<file path="src/rtl/sport_pkg.sv">
`timescale 1ns/1ps
// Shared types for the serial port. Assumes nothing beyond the standard.
package sport_pkg;
    typedef enum logic {
        FRM_PRIMARY   = 1'b0,
        FRM_SECONDARY = 1'b1
    } frame_kind_e;
endpackage

</file>
<file path="src/rtl/sport_edge_sync.sv">
`timescale 1ns/1ps
// Synchronizes bit clock, frame sync and data-in into clk and flags edges.
// Assumes STAGES >= 2 and that each serial level lasts several clk cycles.
// All three inputs go through the same depth, so they keep their alignment.
module sport_edge_sync #(
    parameter int STAGES = 2
) (
    input  logic clk,
    input  logic rst_n,
    input  logic sclk_i,
    input  logic fs_n_i,
    input  logic din_i,
    output logic sclk_rise_o,
    output logic sclk_fall_o,
    output logic fs_fall_o,
    output logic din_s_o
);
    logic [STAGES-1:0] sclk_pipe;
    logic [STAGES-1:0] fs_pipe;
    logic [STAGES-1:0] din_pipe;
    logic              sclk_last;
    logic              fs_last;

    // Purpose: shift the raw inputs through the synchronizer chain.
    always_ff @(posedge clk) begin
        if (!rst_n) begin
            sclk_pipe <= '0;
            fs_pipe   <= '1;
            din_pipe  <= '0;
            sclk_last <= 1'b0;
            fs_last   <= 1'b1;
        end else begin
            sclk_pipe <= {sclk_pipe[STAGES-2:0], sclk_i};
            fs_pipe   <= {fs_pipe[STAGES-2:0], fs_n_i};
            din_pipe  <= {din_pipe[STAGES-2:0], din_i};
            sclk_last <= sclk_pipe[STAGES-1];
            fs_last   <= fs_pipe[STAGES-1];
        end
    end

    // Purpose: compare the synchronized level with its previous value.
    always_comb begin
        sclk_rise_o = sclk_pipe[STAGES-1] & ~sclk_last;
        sclk_fall_o = ~sclk_pipe[STAGES-1] & sclk_last;
        fs_fall_o   = ~fs_pipe[STAGES-1] & fs_last;
        din_s_o     = din_pipe[STAGES-1];
    end
endmodule

</file>
<file path="src/rtl/sport_tx_shifter.sv">
`timescale 1ns/1ps
// Transmit path: loads a word on frame start and shifts it out MSB first,
// one bit per rising bit-clock edge. It releases the driver on the
// WORD_W-th rising edge. Assumes the edge flags are one-cycle pulses.
module sport_tx_shifter #(
    parameter int WORD_W = 16
) (
    input  logic              clk,
    input  logic              rst_n,
    input  logic              fs_fall_i,
    input  logic              sclk_rise_i,
    input  logic [WORD_W-1:0] load_word_i,
    output logic              dout_o,
    output logic              dout_oe_o
);
    localparam int CNT_W = $clog2(WORD_W + 1);

    logic [WORD_W-1:0] sreg;
    logic [CNT_W-1:0]  rise_cnt;
    logic              oe_q;

    // Purpose: load on frame start, shift on rising edges, stop at the last one.
    always_ff @(posedge clk) begin
        if (!rst_n) begin
            sreg     <= '0;
            rise_cnt <= '0;
            oe_q     <= 1'b0;
        end else if (fs_fall_i) begin
            sreg     <= load_word_i;
            rise_cnt <= '0;
            oe_q     <= 1'b1;
        end else if (oe_q && sclk_rise_i) begin
            if (rise_cnt == CNT_W'(WORD_W - 1)) begin
                oe_q     <= 1'b0;
                rise_cnt <= '0;
                sreg     <= '0;
            end else begin
                sreg     <= {sreg[WORD_W-2:0], 1'b0};
                rise_cnt <= rise_cnt + 1'b1;
            end
        end
    end

    // Purpose: drive the MSB only while the driver is enabled.
    always_comb begin
        dout_oe_o = oe_q;
        dout_o    = oe_q & sreg[WORD_W-1];
    end
endmodule

</file>
<file path="src/rtl/sport_rx_shifter.sv">
`timescale 1ns/1ps
// Receive path: collects WORD_W bits of data-in on falling bit-clock edges,
// MSB first, after a frame start. It pulses done for one cycle when the
// word is complete. Falling edges outside a frame are ignored.
module sport_rx_shifter #(
    parameter int WORD_W = 16
) (
    input  logic              clk,
    input  logic              rst_n,
    input  logic              fs_fall_i,
    input  logic              sclk_fall_i,
    input  logic              din_i,
    output logic [WORD_W-1:0] word_o,
    output logic              done_o
);
    localparam int CNT_W = $clog2(WORD_W + 1);

    logic [WORD_W-1:0] sreg;
    logic [CNT_W-1:0]  fall_cnt;
    logic              active;

    // Purpose: shift in data-in and flag the completed word.
    always_ff @(posedge clk) begin
        if (!rst_n) begin
            sreg     <= '0;
            fall_cnt <= '0;
            active   <= 1'b0;
            word_o   <= '0;
            done_o   <= 1'b0;
        end else begin
            done_o <= 1'b0;
            if (fs_fall_i) begin
                active   <= 1'b1;
                fall_cnt <= '0;
            end else if (active && sclk_fall_i) begin
                sreg <= {sreg[WORD_W-2:0], din_i};
                if (fall_cnt == CNT_W'(WORD_W - 1)) begin
                    word_o   <= {sreg[WORD_W-2:0], din_i};
                    done_o   <= 1'b1;
                    active   <= 1'b0;
                    fall_cnt <= '0;
                end else begin
                    fall_cnt <= fall_cnt + 1'b1;
                end
            end
        end
    end
endmodule

</file>
<file path="src/rtl/sport_frame_ctl.sv">
`timescale 1ns/1ps
// Frame controller: tracks whether a frame is primary or secondary, picks
// the word to send, and turns received words into DAC or register actions.
// A read request is kept pending until the next secondary frame sends it.
module sport_frame_ctl
    import sport_pkg::*;
#(
    parameter int WORD_W = 16,
    parameter int ADDR_W = 5,
    parameter int DATA_W = 8,
    parameter int RW_BIT = 13
) (
    input  logic              clk,
    input  logic              rst_n,
    input  logic              fs_fall_i,
    input  logic              rx_done_i,
    input  logic [WORD_W-1:0] rx_word_i,
    input  logic [WORD_W-1:0] adc_word_i,
    input  logic [DATA_W-1:0] reg_rdata_i,
    output logic [WORD_W-1:0] tx_word_o,
    output logic [WORD_W-1:0] dac_word_o,
    output logic              dac_valid_o,
    output logic              reg_we_o,
    output logic [ADDR_W-1:0] reg_waddr_o,
    output logic [DATA_W-1:0] reg_wdata_o,
    output logic [ADDR_W-1:0] reg_raddr_o
);
    localparam int PAD_W = WORD_W - DATA_W;

    frame_kind_e       cur_kind;
    frame_kind_e       next_kind;
    logic              rd_pending;
    logic [ADDR_W-1:0] field_addr;
    logic [DATA_W-1:0] field_data;
    logic              field_rd;

    // Purpose: split the control word into its fields.
    always_comb begin
        field_rd   = rx_word_i[RW_BIT];
        field_addr = rx_word_i[RW_BIT-1 -: ADDR_W];
        field_data = rx_word_i[DATA_W-1:0];
    end

    // Purpose: choose the word to send in the frame that is starting.
    always_comb begin
        if (next_kind == FRM_PRIMARY) begin
            tx_word_o = adc_word_i;
        end else if (rd_pending) begin
            tx_word_o = {{PAD_W{1'b0}}, reg_rdata_i};
        end else begin
            tx_word_o = '0;
        end
    end

    // Purpose: advance the frame kind and act on completed words.
    always_ff @(posedge clk) begin
        if (!rst_n) begin
            cur_kind    <= FRM_PRIMARY;
            next_kind   <= FRM_PRIMARY;
            rd_pending  <= 1'b0;
            dac_word_o  <= '0;
            dac_valid_o <= 1'b0;
            reg_we_o    <= 1'b0;
            reg_waddr_o <= '0;
            reg_wdata_o <= '0;
            reg_raddr_o <= '0;
        end else begin
            dac_valid_o <= 1'b0;
            reg_we_o    <= 1'b0;
            if (fs_fall_i) begin
                cur_kind  <= next_kind;
                next_kind <= (next_kind == FRM_PRIMARY) ? FRM_SECONDARY : FRM_PRIMARY;
                if (next_kind == FRM_SECONDARY) begin
                    rd_pending <= 1'b0;
                end
            end else if (rx_done_i) begin
                if (cur_kind == FRM_PRIMARY) begin
                    dac_word_o  <= rx_word_i;
                    dac_valid_o <= 1'b1;
                end else if (field_rd) begin
                    rd_pending  <= 1'b1;
                    reg_raddr_o <= field_addr;
                end else begin
                    reg_we_o    <= 1'b1;
                    reg_waddr_o <= field_addr;
                    reg_wdata_o <= field_data;
                end
            end
        end
    end
endmodule

</file>
<file path="src/rtl/sport_serial_port.sv">
`timescale 1ns/1ps
// Top of the dual-frame serial port. Wires the synchronizer, the transmit
// and receive shifters and the frame controller together. Assumes the
// bit clock is well below clk / (2 * (SYNC_STAGES + 2)).
module sport_serial_port #(
    parameter int WORD_W      = 16,
    parameter int ADDR_W      = 5,
    parameter int DATA_W      = 8,
    parameter int RW_BIT      = 13,
    parameter int SYNC_STAGES = 2
) (
    input  logic              clk,
    input  logic              rst_n,
    input  logic              sclk_i,
    input  logic              fs_n_i,
    input  logic              din_i,
    output logic              dout_o,
    output logic              dout_oe_o,
    input  logic [WORD_W-1:0] adc_word_i,
    output logic [WORD_W-1:0] dac_word_o,
    output logic              dac_valid_o,
    output logic              reg_we_o,
    output logic [ADDR_W-1:0] reg_waddr_o,
    output logic [DATA_W-1:0] reg_wdata_o,
    output logic [ADDR_W-1:0] reg_raddr_o,
    input  logic [DATA_W-1:0] reg_rdata_i
);
    logic              sclk_rise_w;
    logic              sclk_fall_w;
    logic              fs_fall_w;
    logic              din_s_w;
    logic [WORD_W-1:0] rx_word_w;
    logic              rx_done_w;
    logic [WORD_W-1:0] tx_word_w;

    sport_edge_sync #(.STAGES(SYNC_STAGES)) sync_i (
        .clk(clk), .rst_n(rst_n),
        .sclk_i(sclk_i), .fs_n_i(fs_n_i), .din_i(din_i),
        .sclk_rise_o(sclk_rise_w), .sclk_fall_o(sclk_fall_w),
        .fs_fall_o(fs_fall_w), .din_s_o(din_s_w)
    );

    sport_tx_shifter #(.WORD_W(WORD_W)) tx_i (
        .clk(clk), .rst_n(rst_n),
        .fs_fall_i(fs_fall_w), .sclk_rise_i(sclk_rise_w),
        .load_word_i(tx_word_w),
        .dout_o(dout_o), .dout_oe_o(dout_oe_o)
    );

    sport_rx_shifter #(.WORD_W(WORD_W)) rx_i (
        .clk(clk), .rst_n(rst_n),
        .fs_fall_i(fs_fall_w), .sclk_fall_i(sclk_fall_w),
        .din_i(din_s_w),
        .word_o(rx_word_w), .done_o(rx_done_w)
    );

    sport_frame_ctl #(
        .WORD_W(WORD_W), .ADDR_W(ADDR_W), .DATA_W(DATA_W), .RW_BIT(RW_BIT)
    ) ctl_i (
        .clk(clk), .rst_n(rst_n),
        .fs_fall_i(fs_fall_w), .rx_done_i(rx_done_w), .rx_word_i(rx_word_w),
        .adc_word_i(adc_word_i), .reg_rdata_i(reg_rdata_i),
        .tx_word_o(tx_word_w),
        .dac_word_o(dac_word_o), .dac_valid_o(dac_valid_o),
        .reg_we_o(reg_we_o), .reg_waddr_o(reg_waddr_o),
        .reg_wdata_o(reg_wdata_o), .reg_raddr_o(reg_raddr_o)
    );
endmodule

</file>
<file path="config.mk">
export PLATFORM = sky130hd
export DESIGN_NAME = sport_serial_port
export DESIGN_NICKNAME = d
export VERILOG_FILES = /design/src/rtl/sport_pkg.sv /design/src/rtl/sport_edge_sync.sv /design/src/rtl/sport_tx_shifter.sv /design/src/rtl/sport_rx_shifter.sv /design/src/rtl/sport_frame_ctl.sv /design/src/rtl/sport_serial_port.sv
export SDC_FILE = /design/constraint.sdc
export NUM_CORES = 1
export LEC_CHECK = 0
export CAP_MARGIN = 40
export CORE_ASPECT_RATIO = 1.75
export CORE_UTILIZATION = 60
export CTS_CLUSTER_SIZE = 14
export DETAILED_ROUTE_END_ITERATION = 7
export DONT_BUFFER_PORTS = 1
export GPL_TIMING_DRIVEN = 1
export PLACE_DENSITY_LB_ADDON = 0.08
export SETUP_SLACK_MARGIN = 0.4
export SYNTH_ARGS = -nofsm -noshare
export SYNTH_HDL_FRONTEND = slang
export SYNTH_HIERARCHICAL = 1
export SYNTH_SLANG_ARGS = --single-unit
</file>
<file path="constraint.sdc">
create_clock -name clk -period 2.15 [get_ports clk]
set_clock_uncertainty 0.1 [all_clocks]
set_input_delay 0.5375 -clock clk [delete_from_list [all_inputs] [get_ports clk]]
set_output_delay 0.5375 -clock clk [all_outputs]
set_load 0.005 [all_outputs]
</file>
==> flow_summary_export.csv <==
group,metric,value,unit
run,cap_violations,0,
detailed_routing,via_per_inst,5.71,
yosys,async_flop_share,0,%
placed_design,numPlacedInstances,534,
placed_design,dp_slack,0.317,ns
setup_path,endpoint_kind,"register",
layout,syn2layout_area_growth,7.41,%
global_route,grtUsageTotal,22.6,%
sta,hold_ws,0.190,ns
layout,final_common_cell,"nand2_1",
floorplanning,dieHeight,115,um
sta,relSlewSlack,71.8,%
yosys,synth-edff-count,0,
detailed_routing,wl_met1,3670,um
layout,fin_cells,549,
sta,setup_violations,0,
placed_design,gp_congestion,0.729,
placed_design,hpwl,5590,um
cts,cts_buffers,9,
power_and_ir_drop,power_frac_clock,43.0,%
power_and_ir_drop,internal_power,3.00,mW
global_route,grt_max_degree,129,
sta,setup_tns,0,ns
cts,cts_tree,"yes",
cts,cts_root_buf,"clkbuf_16",
power_and_ir_drop,ir_drop,0.555,mV
setup_path,timing.critical_path.cells,"nor2b_2 -> buf_4 -> nand4bb_1 -> buf_6 -> mux2i_1",
sta,max_freq,611,MHz
detailed_routing,vias,3136,
layout,layout.nets,494,
detailed_routing,wl_met3,319,um
yosys,ys_warn_count,6,
detailed_routing,drc,0,
layout,nFillCells,579,
detailed_routing,ant_nets,0,
setup_path,path_buf_inv,2,
worst_hold_path,hp-class,"input port to register",
global_route,grt_pass1_wl,13100,um
sta,hold_viol,0,
cts,insertion_delay,0.34,ns
yosys,syn_nets,503,
setup_path,worstPathRequired,2.32,ns
sta,finalWorstSetupSlack,0.514,ns
detailed_routing,firstDrtPassIters,4,
cts,clk_pin_slew,0.06,ns
power_and_ir_drop,powerDensity,800,nW/um^2
yosys,yosys_register_bits,107,
yosys,netlist_instances,472,
yosys,ys_seq_area_share,49.1,%
floorplanning,rows,40,
yosys,synth_area_leaders,"dfxtp_1 49%, mux2i_1 12%, nand2_1 10%, a21oi_1 4.0%, nand4_1 2.4%",
power_and_ir_drop,switchingPower,740,uW
layout,most-common-layout-cells,"120 x nand2_1, 106 x dfxtp_1, 51 x mux2i_1",
cts,cts_hold_buf,0,
cts,cts_sinks,107,
floorplanning,io_pins,67,
detailed_routing,wl,8380,um
yosys,synth_flop_cell,"dfxtp_1",
layout,diodes,0,
yosys,synth.cell_area,4360,sq um
setup_path,critPathTopFamily,"buffers and inverters",
setup_path,cp_max_fo,14,
global_route,grt_overflow,0,
setup_path,crit_path_start_kind,"register",
setup_path,slowest_stage,"dfxtp_1",
setup_path,worstPathArrival,1.81,ns
sta,worst_slew_pin_slew,0.419,ns
floorplanning,core_area,6960,sq um
detailed_routing,dr_wl_met2,4190,um
status,status,"complete, no violations",
sta,timing.final.crit_share,76.1,%
floorplanning,dieArea,7620,sq um
sta,fin_crit,1.64,ns
power_and_ir_drop,comb_power_share,2.9,%
detailed_routing,routed.top_layer,"met4",
setup_path,crit_type,"register to register",
yosys,synth_cell_types,42,
layout,layout-drive-gt1-share,8.39,%
cts,cts_htree_levels,3,
placed_design,place.port_buffers,0,
sta,rsz0062_at_grt,"false",
global_route,antenna_found_initial,0,
sta,slew_viol_final,0,
detailed_routing,wl_per_cell,15.3,um
power_and_ir_drop,pwr-share-seq,54.1,%
yosys,yosysTopAreaCell,"dfxtp_1",
power_and_ir_drop,p_sw_share,19.8,%
floorplanning,initial_utilization,62.7,%
detailed_routing,drtIter0Drc,154,
setup_path,cpPeakStageDelay,0.30,ns
power_and_ir_drop,leakagePower,1.77,nW
global_route,grt_pass1_vias,2896,
floorplanning,fp.dieW,66.4,um
cts,cts_buffer_depth,2,
yosys,synth_top_area_share,49.1,%
power_and_ir_drop,finalPower,3.74,mW
yosys,avgSynthCellArea,9.24,sq um
[synth_stat cells, drive strengths merged (11+ instances only)]
library cell and number:
clkbuf 11, mux2i 51, a21oi 35, o21ai 18
dfxtp 107, nand4 17, nor2b 11, nand2 121
buf 22, a21boi 16
[kinds of logic after synthesis]
group / share of synthesized area [%]
buffers and inverters: 4.82
adders and majority gates: 0.574
muxes: 11.7
and+or+nand+nor: 21.6
xor gates and xnor gates: 0.804
DFF: 49.1
AOI/OAI and AO/OA: 11.4
[repair_timing]
| action | CTS | global route |
|---|---|---|
| pin swaps | 1 | 0 |
| buffers inserted | 2 | 0 |
| endpoints found under the setup margin | 17 | 25 |
| gates resized for setup | 1 | 2 |
[state kept, by name, summed over array words and instances, names as in the netlist]
| signal | count |
|---|---|
| ctl_i/cur_kind | 1 |
| ctl_i/rd_pending | 1 |
| rx_i/done_o | 1 |
| tx_i/dout_oe_o | 1 |
| sync_i/fs_pipe | 2 |
| sync_i/sclk_pipe | 2 |
| rx_i/active | 1 |
| ctl_i/dac_word_o | 16 |
| rx_i/fall_cnt | 5 |
| ctl_i/next_kind | 1 |
| ctl_i/reg_wdata_o | 8 |
| sync_i/din_pipe | 2 |
| sync_i/sclk_last | 1 |
| ctl_i/dac_valid_o | 1 |
| ctl_i/reg_waddr_o | 5 |
| ctl_i/reg_raddr_o | 5 |
| sync_i/fs_last | 1 |
| ctl_i/reg_we_o | 1 |
| tx_i/rise_cnt | 5 |
| tx_i/sreg | 16 |
| rx_i/sreg | 15 |
| rx_i/word_o | 16 |
[final timing paths]
check                    start                    to  slack (ns)  depth (start not counted)
max             sync_i/fs_last  ctl_i/reg_waddr_o[1]        0.51                          5
min reg2reg  sync_i/fs_pipe[0]     sync_i/fs_pipe[1]        0.30                          1
max reg2reg     sync_i/fs_last  ctl_i/reg_waddr_o[1]        0.51                          5
min                      rst_n     sync_i/fs_pipe[0]        0.19                          1
[through the flow]
stage | instance area (sq um) | utilization [%]
after floorplan | 4360 | -
after detailed placement | 4360 | 62.6
after global placement | 4360 | 62.6
final | 4680 | 67.3
after CTS | 4680 | 67.2
after global routing | 4680 | 67.3
[power groups by stage]
stage	registers [mW]	clock network, mW	logic, mW
floorplan	2.06	0	0.114
global placement	2.07	0	0.105
detailed placement	2.07	0	0.108
CTS	2.02	1.64	0.108
global route	2.03	1.72	0.120
finish	2.02	1.61	0.109
[worst reg2reg max path, cell delays in order (launching register included)]
cell and delay (ns):
dfxtp_1 0.30, nor2b_2 0.27, buf_4 0.28, nand4bb_1 0.17
buf_6 0.22, mux2i_1 0.23
[routing by layer]
metal  vias to the layer above  track usage [%]
met5                         -                0
met4                         0             12.2
met3                        12             4.56
met2                        58             40.2
met1                      1469             24.5
li1                       1597                -
[cell type report]
class | count | area [sq um] | area share, %
clock inverters | 2 | 37.5 | 0.802
well taps | 84 | 105 | 2.24
clock buffers | 11 | 253 | 5.40
inverters | 3 | 11.3 | 0.241
repair buffers | 13 | 114 | 2.43
multi-input cells | 329 | 2020 | 43.1
flip-flops and latches | 107 | 2140 | 45.8
No activity file was read; power rests on OpenSTA's default activity.
